[config.mk]
export PLATFORM = sky130hd
export DESIGN_NAME = pixclk_frac_div
export DESIGN_NICKNAME = d
export VERILOG_FILES = /design/src/rtl/pcd_pkg.sv /design/src/rtl/pcd_accum.sv /design/src/rtl/pcd_phase.sv /design/src/rtl/pcd_edge.sv /design/src/rtl/pixclk_frac_div.sv
export SDC_FILE = /design/constraint.sdc
export NUM_CORES = 1
export LEC_CHECK = 0
export BUFFER_PORTS_ARGS = -buffer_cell sky130_fd_sc_hd__buf_2
export CORE_MARGIN = 1
export CORE_UTILIZATION = 32
export DETAILED_ROUTE_END_ITERATION = 16
export GPL_ROUTABILITY_DRIVEN = 0
export GPL_TIMING_DRIVEN = 1
export SLEW_MARGIN = 0
export SYNTH_ARGS = -nofsm -noshare
export SYNTH_HDL_FRONTEND = slang
export SYNTH_SLANG_ARGS = --single-unit
[constraint.sdc]
create_clock -name clk -period 3.6 [get_ports clk]
set_input_delay 0.36 -clock clk [delete_from_list [all_inputs] [get_ports clk]]
set_output_delay 0.36 -clock clk [all_outputs]
set_load 0.02 [all_outputs]
[src/rtl/pcd_pkg.sv]
package pcd_pkg;

  // Ratio in 1/2**fw cycle units; anything below one cycle is raised to one.
  function automatic int unsigned clamp_ratio(int unsigned r, int unsigned fw);
    int unsigned one;
    one = 32'd1 << fw;
    return (r < one) ? one : r;
  endfunction

  // Whole ticks (half cycles) in the clamped ratio.
  function automatic int unsigned base_ticks(int unsigned r, int unsigned fw);
    return clamp_ratio(r, fw) >> (fw - 1);
  endfunction

  // Sub-tick remainder of the clamped ratio, in 1/2**fw cycle units.
  function automatic int unsigned sub_tick(int unsigned r, int unsigned fw);
    return clamp_ratio(r, fw) & ((32'd1 << (fw - 1)) - 32'd1);
  endfunction

  // High window: [u,d) when u<d, wrapping when u>d, empty when u==d.
  function automatic logic in_window(int unsigned j, int unsigned u, int unsigned d);
    if (u < d)      return (j >= u) && (j < d);
    else if (u > d) return (j >= u) || (j < d);
    else            return 1'b0;
  endfunction

endpackage

[src/rtl/pcd_accum.sv]
module pcd_accum #(
  parameter int INT_W  = 8,
  parameter int FRAC_W = 4,
  localparam int RW    = INT_W + FRAC_W,
  localparam int AW    = FRAC_W - 1,
  localparam int CNT_W = INT_W + 2
) (
  input  logic             clk,
  input  logic             rst,
  input  logic             load,
  input  logic [RW-1:0]    ratio_i,
  output logic [CNT_W-1:0] len_o,
  output logic [AW-1:0]    acc_o,
  output logic             stretch_o
);
  import pcd_pkg::*;

  logic [AW-1:0]    acc_q;
  logic [CNT_W-1:0] len_q;
  logic [CNT_W-1:0] base;
  logic [AW-1:0]    frac;
  logic [AW:0]      sum;

  always_comb begin
    base = CNT_W'(base_ticks(32'(ratio_i), FRAC_W));
    frac = AW'(sub_tick(32'(ratio_i), FRAC_W));
    sum  = {1'b0, acc_q} + {1'b0, frac};
  end

  assign stretch_o = !rst && sum[AW];

  always_ff @(posedge clk) begin
    if (rst) begin
      acc_q <= '0;
      len_q <= base;
    end else if (load) begin
      acc_q <= sum[AW-1:0];
      len_q <= base + CNT_W'(sum[AW]);
    end
  end

  assign len_o = len_q;
  assign acc_o = acc_q;
endmodule

[src/rtl/pcd_phase.sv]
module pcd_phase #(
  parameter int CNT_W = 10
) (
  input  logic             clk,
  input  logic             rst,
  input  logic [CNT_W-1:0] len_i,
  output logic [CNT_W-1:0] cnt_o,
  output logic             wrap_o
);
  logic [CNT_W-1:0] cnt_q;

  assign wrap_o = (cnt_q == len_i - CNT_W'(1));

  always_ff @(posedge clk) begin
    if (rst)         cnt_q <= '0;
    else if (wrap_o) cnt_q <= '0;
    else             cnt_q <= cnt_q + CNT_W'(1);
  end

  assign cnt_o = cnt_q;
endmodule

[src/rtl/pcd_edge.sv]
module pcd_edge #(
  parameter int POS_W = 10,
  localparam int EW   = POS_W + 1
) (
  input  logic             clk,
  input  logic             rst,
  input  logic             load,
  input  logic [POS_W-1:0] rise_i,
  input  logic [POS_W-1:0] fall_i,
  input  logic [POS_W-1:0] shift_i,
  input  logic [POS_W-1:0] cnt_i,
  output logic [EW-1:0]    up_eff_o,
  output logic [EW-1:0]    dn_eff_o,
  output logic             pclk_o,
  output logic             start_o
);
  import pcd_pkg::*;

  logic [EW-1:0] up_q, dn_q;
  logic          pclk_q, start_q;
  logic          hi_now;

  assign hi_now = in_window(32'(cnt_i), 32'(up_q), 32'(dn_q));

  always_ff @(posedge clk) begin
    if (load) begin
      up_q <= {1'b0, rise_i} + {1'b0, shift_i};
      dn_q <= {1'b0, fall_i} + {1'b0, shift_i};
    end
    if (rst) begin
      pclk_q  <= 1'b0;
      start_q <= 1'b0;
    end else begin
      pclk_q  <= hi_now;
      start_q <= (cnt_i == '0);
    end
  end

  assign up_eff_o = up_q;
  assign dn_eff_o = dn_q;
  assign pclk_o   = pclk_q;
  assign start_o  = start_q;
endmodule

[src/rtl/pixclk_frac_div.sv]
module pixclk_frac_div #(
  parameter int INT_W  = 8,
  parameter int FRAC_W = 4,
  localparam int RW    = INT_W + FRAC_W,
  localparam int AW    = FRAC_W - 1,
  localparam int CNT_W = INT_W + 2
) (
  input  logic             clk,
  input  logic             rst,
  input  logic [RW-1:0]    ratio_i,
  input  logic [CNT_W-1:0] rise_i,
  input  logic [CNT_W-1:0] fall_i,
  input  logic [CNT_W-1:0] shift_i,
  output logic             pclk_o,
  output logic             start_o
);
  // Named internal events, visible to the bound checker.
  logic [CNT_W-1:0] cur_len;
  logic [CNT_W-1:0] cnt;
  logic [AW-1:0]    acc;
  logic             stretch;
  logic             wrap;
  logic             period_load;
  logic [CNT_W:0]   up_eff, dn_eff;

  assign period_load = rst || wrap;

  pcd_accum #(.INT_W(INT_W), .FRAC_W(FRAC_W)) u_accum (
    .clk(clk), .rst(rst), .load(period_load), .ratio_i(ratio_i),
    .len_o(cur_len), .acc_o(acc), .stretch_o(stretch)
  );

  pcd_phase #(.CNT_W(CNT_W)) u_phase (
    .clk(clk), .rst(rst), .len_i(cur_len), .cnt_o(cnt), .wrap_o(wrap)
  );

  pcd_edge #(.POS_W(CNT_W)) u_edge (
    .clk(clk), .rst(rst), .load(period_load),
    .rise_i(rise_i), .fall_i(fall_i), .shift_i(shift_i), .cnt_i(cnt),
    .up_eff_o(up_eff), .dn_eff_o(dn_eff), .pclk_o(pclk_o), .start_o(start_o)
  );
endmodule

==> run summary <==
SYNTH
----------------------------------------------------------------------------------------
Most frequently used flop master after synthesis                            sky130_fd_sc_hd__edfxtp_1
Number of cells produced by synthesis                                                389
Portion of netlist area occupied by mux cells                                      1.13%
Synth Cell Area                                                             0.00376 mm^2
Leading post-synthesis cells by cell area                                   sky130_fd_sc_hd__edfxtp_1, sky130_fd_sc_hd__ha_1, sky130_fd_sc_hd__dfxtp_1
Syn Nets                                                                             494
Area share of and/or/nand/nor cells after synthesis                                17.4%
Number of enable-type register cells in the synthesized netlist                       32
Compound-cell area share of the yosys netlist                                      12.8%
Largest area contributor in the netlist                                     sky130_fd_sc_hd__edfxtp_1
Flops & latches, synth                                                                47
Xor/xnor cell area share of the yosys netlist                                      9.55%
Async set-reset flop share out of synthesis                                           0%
Area fraction of the dominant cell type after synthesis                            25.5%
Portion of the post-synthesis area used by sequential elements                     33.5%
Number of distinct standard cells referenced by the synthesized netlist               52
Combinational family with the most area after synthesis                      adder cells
Adder and majority gate portion of the synthesized area                            20.9%
Avg Inst Size Synth                                                            9.67 um^2
Number of warnings printed during yosys synthesis                                      0

CELLS AND AREA
----------------------------------------------------------------------------------------
Fraction of final layout cells with drive strength greater than 1                  14.3%
Antenna diodes                                                                         0
Final Instance Area                                                         0.00433 mm^2
NumNets Final                                                                        544
Signed area change from the synthesized netlist to the final layout                15.2%

CLOCKING
----------------------------------------------------------------------------------------
Hold bufs inserted after CTS                                                           0
Clock transition at path regs                                                    0.06 ns
CTS tree                                                                           built
Num Clock Sinks                                                                       47
Number of buffers added by the clock tree synthesis step                               5
Maximum level of the CTS H-tree                                                        2
Cells resized by post-CTS repair                                                       0
Max Buffers Root-to-Sink                                                               2
Number of buffers inserted by post-CTS setup repair                                    0
Worst-skew pair later-pin latency                                                0.29 ns
Clock tree root buffer cell                                                 sky130_fd_sc_hd__clkbuf_16

ROUTING
----------------------------------------------------------------------------------------
Vias after detailed routing                                                         2885
Initial DRC Count                                                                     83
DRT Wirelength                                                                   7.60 mm
DR DRC count                                                                           0
Detail Route Antenna Nets                                                              0
Post-DR wirelength/cell                                                          13.0 um
Per-cell via count in the routed design                                             4.95
Length of the first detailed-routing pass in iterations                                4

PLACED DESIGN
----------------------------------------------------------------------------------------
Number of port buffers                                                                45
Post-placement cell area                                                    0.00417 mm^2
Detail Placement HPWL                                                            6.22 mm

STA
----------------------------------------------------------------------------------------
Slew margin rel.                                                                   63.2%
Setup repair after global routing missed its margin                                   no
Max Clk Rate                                                                   0.378 GHz
Final setup violation count                                                            0
Portion of the clock cycle consumed by the worst path in the final layout          73.4%
Final min period                                                                 2.64 ns
Final-layout worst hold slack                                                   0.386 ns
Clk_skew                                                                      0.00493 ns
Setup TNS Final                                                                     0 ns
Slew Limit Fails                                                                       0
Pin slew with the least headroom to its limit                                   0.547 ns
Final count of hold timing violations                                                  0

WORST SETUP PATH
----------------------------------------------------------------------------------------
Required time of the critical path                                               3.56 ns
Element type at the critical path start                                        flip-flop
Type of the setup path with the least slack                                   reg -> reg
Stage delay of the slowest cell on the critical path                             0.52 ns
Critical Path Sink Type                                                        flip-flop
Crit-path cells                                                             inv_1 -> ha_1 -> nor4b_4 -> nand2_1 -> nor4_1 -> o311ai_4 -> o21bai_4 -> buf_4
Max Fanout on Critical Path                                                           23
Cell type of the slowest stage on the worst timing path                     sky130_fd_sc_hd__nor4_1
CP Data Arrival Time                                                             2.61 ns

DIE
----------------------------------------------------------------------------------------
Die Wd                                                                            110 um
I/O pins                                                                              46
Area of the core                                                             0.0114 mm^2
Initial core utilization                                                           32.9%
DIE AREA                                                                     0.0122 mm^2
Site Rows                                                                             39
Vertical die dimension                                                            110 um

POWER AND IR DROP
----------------------------------------------------------------------------------------
Power per cell area                                                          356 mW/mm^2
Peak supply drop                                                                0.204 mV
Reported leakage power                                                           1.95 nW

FLOW RUN
----------------------------------------------------------------------------------------
Reported max-cap violation count                                                       0

GRT
----------------------------------------------------------------------------------------
Antenna violations before repair                                                       0
Overflow after GRT                                                                     0
Total GRT Usage                                                                    12.9%
Largest net degree at the start of global routing                                     24
Wire length of the first global-routing pass                                     13.0 mm
Number of global-route vias before repair                                           2954

RUN STATUS
----------------------------------------------------------------------------------------
Outcome                                                                     finished clean

WORST HOLD PATH
----------------------------------------------------------------------------------------
Worst hold-check path type                                                     in -> reg

[metal layers]
layer / track usage [%] / routed length (um) / up-vias
li1: - / - / 1495
met1: 15.6 / 3430 / 1333
met2: 23.1 / 3820 / 46
met3: 1.59 / 180 / 11
met4: 5.60 / 170 / 0
met5: 0 / 0 / -
[state kept, by name (all words and copies together) (netlist names)]
| signal | cells |
|---|---|
| u_accum.acc_o | 3 |
| u_accum.len_o | 10 |
| u_edge.dn_eff_o | 11 |
| u_edge.pclk_o | 1 |
| u_edge.start_o | 1 |
| u_edge.up_eff_o | 11 |
| u_phase.cnt_o | 10 |
[cells in the final DEF (no fill, tap or decap), types with 4 or more instances in the layout]
master,Yosys,final
sky130_fd_sc_hd__a21o_1,11,11
sky130_fd_sc_hd__a21oi_1,15,15
sky130_fd_sc_hd__a31oi_1,4,4
sky130_fd_sc_hd__and2_1,4,4
sky130_fd_sc_hd__and3_1,4,4
sky130_fd_sc_hd__buf_2,0,45
sky130_fd_sc_hd__clkbuf_16,0,5
sky130_fd_sc_hd__dfxtp_1,15,15
sky130_fd_sc_hd__edfxtp_1,32,32
sky130_fd_sc_hd__ha_1,58,58
sky130_fd_sc_hd__inv_1,41,41
sky130_fd_sc_hd__nand2_1,17,17
sky130_fd_sc_hd__nand2b_1,9,9
sky130_fd_sc_hd__nand3_1,16,16
sky130_fd_sc_hd__nand4_1,5,5
sky130_fd_sc_hd__nor2_1,31,31
sky130_fd_sc_hd__nor2b_1,10,10
sky130_fd_sc_hd__nor3_1,8,8
sky130_fd_sc_hd__nor4_1,6,6
sky130_fd_sc_hd__o21ai_0,14,14
sky130_fd_sc_hd__xnor2_1,29,29
sky130_fd_sc_hd__xor2_1,12,12
[worst max-delay path: cells and delay by family (launching register included)]
kind | cells | cell delay, ns
adders and majority gates | 1 | 0.22
and+or+nand+nor | 3 | 0.91
DFF | 1 | 0.43
buffers and inverters | 2 | 0.38
AOI/OAI and AO/OA | 2 | 0.37
[per-stage QoR]
step / cells / total power, mW / setup slack (ns) / util (%)
floorplan: 389 / 0.928 / 1.12 / -
global placement: 575 / 1.02 / 0.868 / 36.5
detailed placement: 575 / 1.04 / 0.759 / 36.5
CTS: 583 / 1.56 / 0.969 / 37.9
global route: 583 / 1.63 / 0.802 / 37.9
finish: 583 / 1.54 / 0.958 / 37.9
[logic make-up (layout without fill, tap and decap cells)]
kind of cell | after synthesis | in the layout
xor+xnor | 41 | 41
compound gates | 68 | 68
flops | 47 | 47
fa+ha+maj | 61 | 61
simple gates | 123 | 123
buf+inv | 45 | 96
mux | 4 | 4
[power by group]
part / switching (mW) / leakage, nW / internal, mW
sequential: 0.0303 / 0.436 / 0.635
combinational: 0.193 / 1.44 / 0.166
clock: 0.190 / 0.0771 / 0.328
[worst paths after layout]
path,startpoint,to,slack [ns],cells after the start
hold reg to reg,u_accum.acc_o[0]$_SDFFE_PP0P_,u_accum.acc_o[0]$_SDFFE_PP0P_,0.48,2
setup reg to reg,u_accum.len_o[0]$_DFFE_PP_,u_edge.up_eff_o[8]$_DFFE_PP_,0.96,8
setup / recovery,u_accum.len_o[0]$_DFFE_PP_,u_edge.up_eff_o[8]$_DFFE_PP_,0.96,8
hold / removal,fall_i[0],u_edge.dn_eff_o[0]$_DFFE_PP_,0.39,2
[cells in the mapped netlist, types with 2 or more instances]
| cell | count |
|---|---|
| sky130_fd_sc_hd__ha_1 | 58 |
| sky130_fd_sc_hd__inv_1 | 41 |
| sky130_fd_sc_hd__edfxtp_1 | 32 |
| sky130_fd_sc_hd__nor2_1 | 31 |
| sky130_fd_sc_hd__xnor2_1 | 29 |
| sky130_fd_sc_hd__nand2_1 | 17 |
| sky130_fd_sc_hd__nand3_1 | 16 |
| sky130_fd_sc_hd__a21oi_1 | 15 |
| sky130_fd_sc_hd__dfxtp_1 | 15 |
| sky130_fd_sc_hd__o21ai_0 | 14 |
| sky130_fd_sc_hd__xor2_1 | 12 |
| sky130_fd_sc_hd__a21o_1 | 11 |
| sky130_fd_sc_hd__nor2b_1 | 10 |
| sky130_fd_sc_hd__nand2b_1 | 9 |
| sky130_fd_sc_hd__nor3_1 | 8 |
| sky130_fd_sc_hd__nor4_1 | 6 |
| sky130_fd_sc_hd__nand4_1 | 5 |
| sky130_fd_sc_hd__a31oi_1 | 4 |
| sky130_fd_sc_hd__and2_1 | 4 |
| sky130_fd_sc_hd__and3_1 | 4 |
| sky130_fd_sc_hd__clkbuf_1 | 3 |
| sky130_fd_sc_hd__fa_1 | 3 |
| sky130_fd_sc_hd__a211o_1 | 2 |
| sky130_fd_sc_hd__a21boi_0 | 2 |
| sky130_fd_sc_hd__a31o_2 | 2 |
| sky130_fd_sc_hd__and3b_1 | 2 |
| sky130_fd_sc_hd__mux2_2 | 2 |
| sky130_fd_sc_hd__mux2i_1 | 2 |
| sky130_fd_sc_hd__o311a_1 | 2 |
| sky130_fd_sc_hd__o31a_1 | 2 |
| sky130_fd_sc_hd__o41ai_1 | 2 |
| sky130_fd_sc_hd__or2_2 | 2 |
| sky130_fd_sc_hd__or3_1 | 2 |
| sky130_fd_sc_hd__or4_1 | 2 |
[final cells by class]
cell class | instances | area [um^2]
Inverter | 41 | 154
Clock buffer | 6 | 129
Tap cell | 143 | 179
Multi-Input combinational cell | 297 | 2330
Clock inverter | 2 | 37.5
Timing Repair Buffer | 47 | 240
Sequential cell | 47 | 1260
Fill cell | 1157 | 7090
Note: power is estimated with default switching activity, not from simulation.
